[src/rtl/seqdet_pkg.sv]
package seqdet_pkg;

   localparam int unsigned MEALY_COUNT = 6;
   localparam int unsigned MOORE_COUNT = 8;
   localparam int unsigned MEALY_BITS  = $clog2(MEALY_COUNT);
   localparam int unsigned MOORE_BITS  = $clog2(MOORE_COUNT);

   // Mealy states, named by what the recent history ends in
   typedef enum logic [MEALY_BITS-1:0] {
      ME_RESET = MEALY_BITS'(0),  // nothing seen yet
      ME_ZERO  = MEALY_BITS'(1),  // ...0, not ...10
      ME_ZO    = MEALY_BITS'(2),  // ...01
      ME_OZ    = MEALY_BITS'(3),  // ...10
      ME_ONE   = MEALY_BITS'(4),  // ...1, not ...01
      ME_OZZ   = MEALY_BITS'(5)   // ...100
   } mealy_st_e;

   // Moore states; codes 4 and 7 carry the match flag
   typedef enum logic [MOORE_BITS-1:0] {
      MO_RESET   = MOORE_BITS'(0),
      MO_ZERO    = MOORE_BITS'(1),
      MO_ZO      = MOORE_BITS'(2),
      MO_ONE     = MOORE_BITS'(3),
      MO_HIT_ZOZ = MOORE_BITS'(4),
      MO_OZ      = MOORE_BITS'(5),
      MO_OZZ     = MOORE_BITS'(6),
      MO_HIT_LNG = MOORE_BITS'(7)
   } moore_st_e;

endpackage

[src/rtl/seqdet_state_reg.sv]
module seqdet_state_reg #(
   parameter type    state_t     = logic [2:0],
   parameter state_t RESET_STATE = state_t'(0)
) (
   input  logic   clk,
   input  logic   rst,
   input  state_t d,
   output state_t q
);

   always_ff @(posedge clk) begin
      if (rst) q <= RESET_STATE;
      else     q <= d;
   end

endmodule

[src/rtl/seqdet_mealy.sv]
module seqdet_mealy
   import seqdet_pkg::*;
(
   input  logic      clk,
   input  logic      rst,
   input  logic      x,
   output mealy_st_e cur,
   output logic      z
);

   mealy_st_e nxt;
   logic      hit;

   always_comb begin
      nxt = ME_RESET;
      hit = 1'b0;
      case (cur)
         ME_RESET: nxt = x ? ME_ONE : ME_ZERO;
         ME_ZERO:  nxt = x ? ME_ZO  : ME_ZERO;
         ME_ZO: begin
            nxt = x ? ME_ONE : ME_OZ;
            hit = ~x;                 // 0,1 then 0
         end
         ME_OZ:    nxt = x ? ME_ZO  : ME_OZZ;
         ME_ONE:   nxt = x ? ME_ONE : ME_OZ;
         ME_OZZ: begin
            nxt = x ? ME_ZO : ME_ZERO;
            hit = x;                  // 1,0,0 then 1
         end
         default:  nxt = ME_RESET;    // unused codes recover
      endcase
   end

   seqdet_state_reg #(
      .state_t     (mealy_st_e),
      .RESET_STATE (ME_RESET)
   ) st_reg_i (
      .clk (clk),
      .rst (rst),
      .d   (nxt),
      .q   (cur)
   );

   assign z = hit & ~rst;

endmodule

[src/rtl/seqdet_moore.sv]
module seqdet_moore
   import seqdet_pkg::*;
(
   input  logic      clk,
   input  logic      rst,
   input  logic      x,
   output moore_st_e cur,
   output logic      z
);

   moore_st_e nxt;

   always_comb begin
      nxt = MO_RESET;
      case (cur)
         MO_RESET:   nxt = x ? MO_ONE     : MO_ZERO;
         MO_ZERO:    nxt = x ? MO_ZO      : MO_ZERO;
         MO_ZO:      nxt = x ? MO_ONE     : MO_HIT_ZOZ;
         MO_ONE:     nxt = x ? MO_ONE     : MO_OZ;
         MO_HIT_ZOZ: nxt = x ? MO_ZO      : MO_OZZ;
         MO_OZ:      nxt = x ? MO_ZO      : MO_OZZ;
         MO_OZZ:     nxt = x ? MO_HIT_LNG : MO_ZERO;
         MO_HIT_LNG: nxt = x ? MO_ONE     : MO_HIT_ZOZ;
         default:    nxt = MO_RESET;
      endcase
   end

   seqdet_state_reg #(
      .state_t     (moore_st_e),
      .RESET_STATE (MO_RESET)
   ) st_reg_i (
      .clk (clk),
      .rst (rst),
      .d   (nxt),
      .q   (cur)
   );

   assign z = ~rst & ((cur == MO_HIT_ZOZ) | (cur == MO_HIT_LNG));

endmodule

[src/rtl/seqdet_dual.sv]
module seqdet_dual
   import seqdet_pkg::*;
#(
   parameter int unsigned MEALY_W = seqdet_pkg::MEALY_BITS,
   parameter int unsigned MOORE_W = seqdet_pkg::MOORE_BITS
) (
   input  logic               clk,
   input  logic               rst,
   input  logic               x,
   output logic               z_mealy,
   output logic               z_moore,
   output logic [MEALY_W-1:0] mealy_state,
   output logic [MOORE_W-1:0] moore_state
);

   localparam int unsigned ME_PAD = MEALY_W - MEALY_BITS;
   localparam int unsigned MO_PAD = MOORE_W - MOORE_BITS;

   generate
      if (MEALY_W < MEALY_BITS) begin : g_bad_mealy_w
         $error("seqdet_dual: MEALY_W too narrow for the Mealy state code");
      end
      if (MOORE_W < MOORE_BITS) begin : g_bad_moore_w
         $error("seqdet_dual: MOORE_W too narrow for the Moore state code");
      end
   endgenerate

   mealy_st_e me_cur;
   moore_st_e mo_cur;

   seqdet_mealy mealy_i (
      .clk (clk),
      .rst (rst),
      .x   (x),
      .cur (me_cur),
      .z   (z_mealy)
   );

   seqdet_moore moore_i (
      .clk (clk),
      .rst (rst),
      .x   (x),
      .cur (mo_cur),
      .z   (z_moore)
   );

   generate
      if (ME_PAD == 0) begin : g_me_exact
         assign mealy_state = me_cur;
      end else begin : g_me_pad
         assign mealy_state = {{ME_PAD{1'b0}}, me_cur};
      end
      if (MO_PAD == 0) begin : g_mo_exact
         assign moore_state = mo_cur;
      end else begin : g_mo_pad
         assign moore_state = {{MO_PAD{1'b0}}, mo_cur};
      end
   endgenerate

endmodule

[config.mk]
export PLATFORM = sky130hd
export DESIGN_NAME = seqdet_dual
export DESIGN_NICKNAME = d
export VERILOG_FILES = /design/src/rtl/seqdet_pkg.sv /design/src/rtl/seqdet_state_reg.sv /design/src/rtl/seqdet_mealy.sv /design/src/rtl/seqdet_moore.sv /design/src/rtl/seqdet_dual.sv
export SDC_FILE = /design/constraint.sdc
export NUM_CORES = 1
export LEC_CHECK = 0
export BUFFER_PORTS_ARGS = -buffer_cell sky130_fd_sc_hd__buf_2
export CORE_AREA = 3 3 40 42
export DETAILED_ROUTE_END_ITERATION = 8
export DIE_AREA = 0 0 43 45
export HOLD_SLACK_MARGIN = 0.02
export SLEW_MARGIN = 20
export SYNTH_ARGS = -nofsm -noshare
export SYNTH_HDL_FRONTEND = slang
export SYNTH_SLANG_ARGS = --single-unit
export TNS_END_PERCENT = 5
[constraint.sdc]
create_clock -name clk -period 1.4 [get_ports clk]
set_clock_uncertainty 0.05 [all_clocks]
set_input_delay 0.28 -clock clk [delete_from_list [all_inputs] [get_ports clk]]
set_output_delay 0.28 -clock clk [all_outputs]
set_load 0.03 [all_outputs]
Word level (Yosys, flattened, before mapping)

Cells that the tools add are included.
Widths: inputs -> output; s select.

Eq/ne operators: 12
Muxes and demuxes: 12
Bitwise operators: 5
Reduce and logical (&&, ||, !) cells: 6

Operator list:

| operator           | count |
|---|---|
| $mux 3             | 7 |
| $eq 3x3->1 const B | 6 |
| $pmux 3 s6         | 1 |
| $eq 3x2->1 const B | 4 |
| $pmux 3 s4         | 1 |
| $reduce_or 2->1    | 4 |
| $eq 3x1->1 const B | 2 |
| $logic_not 3->1    | 2 |
| $mux 2             | 2 |
| $and 1x1->1        | 2 |
| $not 1->1          | 2 |
| $pmux 1 s2         | 1 |
| $or 1x1->1         | 1 |

Flip-flop bits (word level): 6
Input bits: 3
Output and inout port bits: 8
Logic and storage cells: 37

Depth between registers and ports, before layout

Word-level depth: 3
Mapped depth: 4
Gate-level depth less buffers: 3

Modules after synthesis

A second synthesis with hierarchy kept.

Cells, all modules: 38
Area, all modules: 336.6 um^2

By module, submodules not included:

| module           | times used | cells an instance | area each (um^2) | sequential area each (um^2) |
|---|---|---|---|---|
| seqdet_state_reg | 2          | 6                 | 78.8             | 60.1 |
| seqdet_moore     | 1          | 15                | 98.8             | 0.0 |
| seqdet_mealy     | 1          | 11                | 80.1             | 0.0 |

Worst setup path after synthesis

OpenSTA, ideal clock, no wires.

Kind: flip-flop to output port
Start point: reg moore_i.st_reg_i.q[1] (netlist name)
End point: out z_moore
Arrival time: 1.433 ns
Data required time: 1.070 ns
Path slack: -0.363 ns
Cell stages (with the launch flop): 3
Path buffers: 0
Cells stage by stage: dfxtp_1 xor2_1 nor3b_1

Word-level cells in the longest chain between the ends: 3
Elaborated cells on any way between the ends: 4
Those cells by class: eq/ne: 2; bitwise: 2

Ends and longest elaborated chain:

| item                     | line                   | text |
|---|---|---|
| start: declaration       | seqdet_state_reg.sv:8  | `output state_t q` |
| start signal: assignment | seqdet_state_reg.sv:12 | `if (rst) q <= RESET_STATE;` |
| start signal: assignment | seqdet_state_reg.sv:13 | `else q <= d;` |
| $eq 3x3->1               | seqdet_moore.sv:38     | `assign z = ~rst & ((cur == MO_HIT_ZOZ) \| (cur == MO_HIT_LNG));` |
| $or 1x1->1 (*)           | seqdet_moore.sv:38     |  |
| $and 1x1->1 (*)          | seqdet_moore.sv:38     |  |
| end: declaration         | seqdet_dual.sv:11      | `output logic z_moore,` |

Mark *: on every way between the ends. The rest lies on a longest branch, timed or not.

Final worst setup path

Same ends and word-level chain as after synthesis.

==> impl_metrics.py <==
metrics = {
    "run_status": {
        "status": "finished, violations left",
        "violations": "negative setup slack",
    },
    "sta": {
        "setup_viol": 1,
        "hold_viol_final": 0,
        "relSlewSlack_pct": 85.2,
        "fin_ws_ns": -0.00147,
        "rsz0062_at_grt": "yes",
        "fin_crit_sh_pct": 100,
        "report.final.slew_viol_count": 0,
        "max_freq_mhz": 714,
        "min_period_ns": 1.40,
        "worst_slew_pin_slew_ns": 0.221,
        "fin_tns_setup_ns": -0.00147,
    },
    "placement": {
        "globalplace.congestion": 0.719,
        "dp_hpwl_um": 519,
        "port_buffers": 10,
    },
    "power_and_ir_drop": {
        "p_comb_share_pct": 21.9,
        "switchingPower_uw": 134,
        "power_frac_clock_pct": 34.0,
        "internal_power_uw": 322,
        "p_leak_uw": 0.000202,
        "peakVddDrop_uv": 494,
        "pwr-share-seq_pct": 44.0,
        "powerDensity_nw_per_um2": 1010,
        "power_uw": 455,
        "p_sw_share_pct": 29.3,
    },
    "route": {
        "maxUsedRoutingLayer": "met3",
        "wl_met1_um": 324,
        "first_pass_iters": 2,
        "drt_wl_total_um": 717,
        "vias": 328,
        "viasPerCell": 4.75,
        "ant_nets": 0,
        "drt_iter0_markers": 5,
        "drc": 0,
        "wire_per_inst_um": 10.4,
        "wl_met3_um": 76,
        "wl_met2_um": 316,
    },
    "clock_tree": {
        "clock_latency_ns": 0.24,
        "htree_levels": 1,
        "cts_tree": "built",
        "numCtsBuffers": 3,
        "cts_root_buffer": "clkbuf_4",
        "cts.path.max_buffers": 2,
        "clkSinkCount": 6,
        "clk_transition_reported_paths_ns": 0.04,
    },
    "final_layout": {
        "n_antenna_cell": 0,
        "area_delta_synth_final_pct": 49.4,
        "layout.nets": 59,
        "drive_gt1_share_pct": 46.3,
    },
    "synthesis": {
        "avgSynthCellArea_um2": 7.94,
        "synth_area_um2": 302,
        "synthTopCellsByArea": "dfxtp_1 40%, a21oi_1 12%, nor2_1 6.2%",
        "synth_warnings": 0,
        "yosysTopAreaCellShare_pct": 39.8,
        "synthFlopType": "dfxtp_1",
        "synth_top_area_cell": "dfxtp_1",
        "ys_seq_elements": 6,
        "yosys-top-cells-count": "7 x a21oi_1, 6 x dfxtp_1, 5 x nor2_1, 3 x inv_1",
        "synth_cells": 38,
        "synth.distinct_cells": 18,
        "synth_edf_count": 0,
        "ys_seq_area_share_pct": 39.8,
        "syn_nets": 41,
        "synth.most_common_cell": "a21oi_1",
        "synth-async-reset-ratio_pct": 0,
    },
    "grt": {
        "grt_first_pass_wirelength_um": 1210,
        "grt.total_usage_pct": 8.94,
        "antenna_found_initial": 0,
        "grt_pass1_vias": 288,
        "overflow": 0,
        "grt_max_degree": 10,
    },
    "floorplan": {
        "start_util_pct": 23.5,
        "die_area_um2": 1940,
        "core_um2": 1280,
        "rows": 13,
        "die_x_um": 43,
        "io_pins": 11,
        "die_y_um": 45,
    },
    "setup_path": {
        "worstSetupPathType": "reg -> out",
        "worstPathArrival_ns": 1.07,
        "critPathCaptureType": "primary output",
        "crit_fanout": 7,
        "cp.required_ns": 1.07,
        "start_kind": "flip-flop",
    },
    "hold_path": {
        "holdCritPathClass": "in -> reg",
    },
    "flow_run": {
        "cap_violations": 0,
    },
}
[routing by layer]
metal / up-vias / global-route usage, %
met3: 0 / 5.98
met1: 149 / 9.73
li1: 166 / -
met4: 0 / 3.61
met5: - / 0
met2: 13 / 13.8
[logic make-up after synthesis]
group	share of synthesized area [%]
XOR/XNOR	2.91
buffers and inverters	5.39
AO/OA/AOI/OAI	23.2
flip-flops	39.8
AND/OR/NAND/NOR	28.6
[power by group through the flow]
stage	Clock (µW)	Combinational [µW]	Sequential (µW)
6_report	155	99.9	200
5_1_grt	175	110	204
4_1_cts	164	99.9	201
3_5_place_dp	0	89.6	203
3_3_place_gp	0	88.3	203
2_1_floorplan	0	38.2	224
[area by class of cell]
class                           instances  area, µm²
Multi-Input combinational cell         28        181
Clock buffer                            3       22.5
Inverter                                3       11.3
Fill cell                             146        835
Sequential cell                         6        128
Timing Repair Buffer                   14       88.8
Tap cell                               15       18.8
[critical path: stages, from the launching register on]
cell and delay, ns:
dfxtp_2 0.34, xor2_1 0.17, nor3b_2 0.15, buf_4 0.17
[cell usage in the layout, fill, tap and decap left out]
cell	n
buf_2	8
a21oi_1	6
buf_4	5
nor2_1	4
inv_1	3
clkbuf_4	3
dfxtp_2	3
o21ai_0	2
nor2b_1	2
nand2_1	2
dfxtp_1	2
xor2_1	1
nor3b_2	1
nor2_4	1
nand3b_1	1
nand4b_1	1
a21oi_2	1
o21bai_1	1
a32oi_1	1
or3b_1	1
nor3_1	1
a211o_1	1
and3b_2	1
dfxtp_4	1
buf_6	1
[flip-flops by register name, summed over array words and instances, names as in the netlist]
| signal | flops |
|---|---|
| moore_i.st_reg_i.q | 3 |
| mealy_i.st_reg_i.q | 3 |
[path summary, 6_finish.rpt]
kind / slack (ns) / depth (start not counted) / endpoint / start
setup / recovery: -0.001 / 3 / z_moore / moore_i.st_reg_i.q[1]
hold / removal: 0.26 / 2 / moore_i.st_reg_i.q[1] / rst
setup reg to reg: 0.32 / 3 / moore_i.st_reg_i.q[0] / moore_i.st_reg_i.q[1]
hold reg to reg: 0.49 / 2 / moore_i.st_reg_i.q[0] / moore_i.st_reg_i.q[1]
[what timing repair did]
item                                    4_1_cts  5_1_grt
hold buffers                                  0        0
pin swaps                                     2        1
setup buffers                                 2        0
resized for setup                            10        0
endpoints found under the setup margin        2        2
[stage by stage]
| step | utilization, % | area [µm²] | hold slack [ns] | std cells | setup slack (ns) |
|---|---|---|---|---|---|
| after CTS | 35.1 | 450 | 0.255 | 69 | -0.0304 |
| after global placement | 30.3 | 389 | 0.519 | 64 | 0.0931 |
| after detailed placement | 30.3 | 389 | 0.514 | 64 | 0.0871 |
| final | 35.1 | 450 | 0.261 | 69 | -0.00147 |
| after floorplan | - | 310 | 0.299 | 38 | -0.0867 |
| after global routing | 35.1 | 450 | 0.270 | 69 | -0.0886 |
No activity file was read; power rests on OpenSTA's default activity.
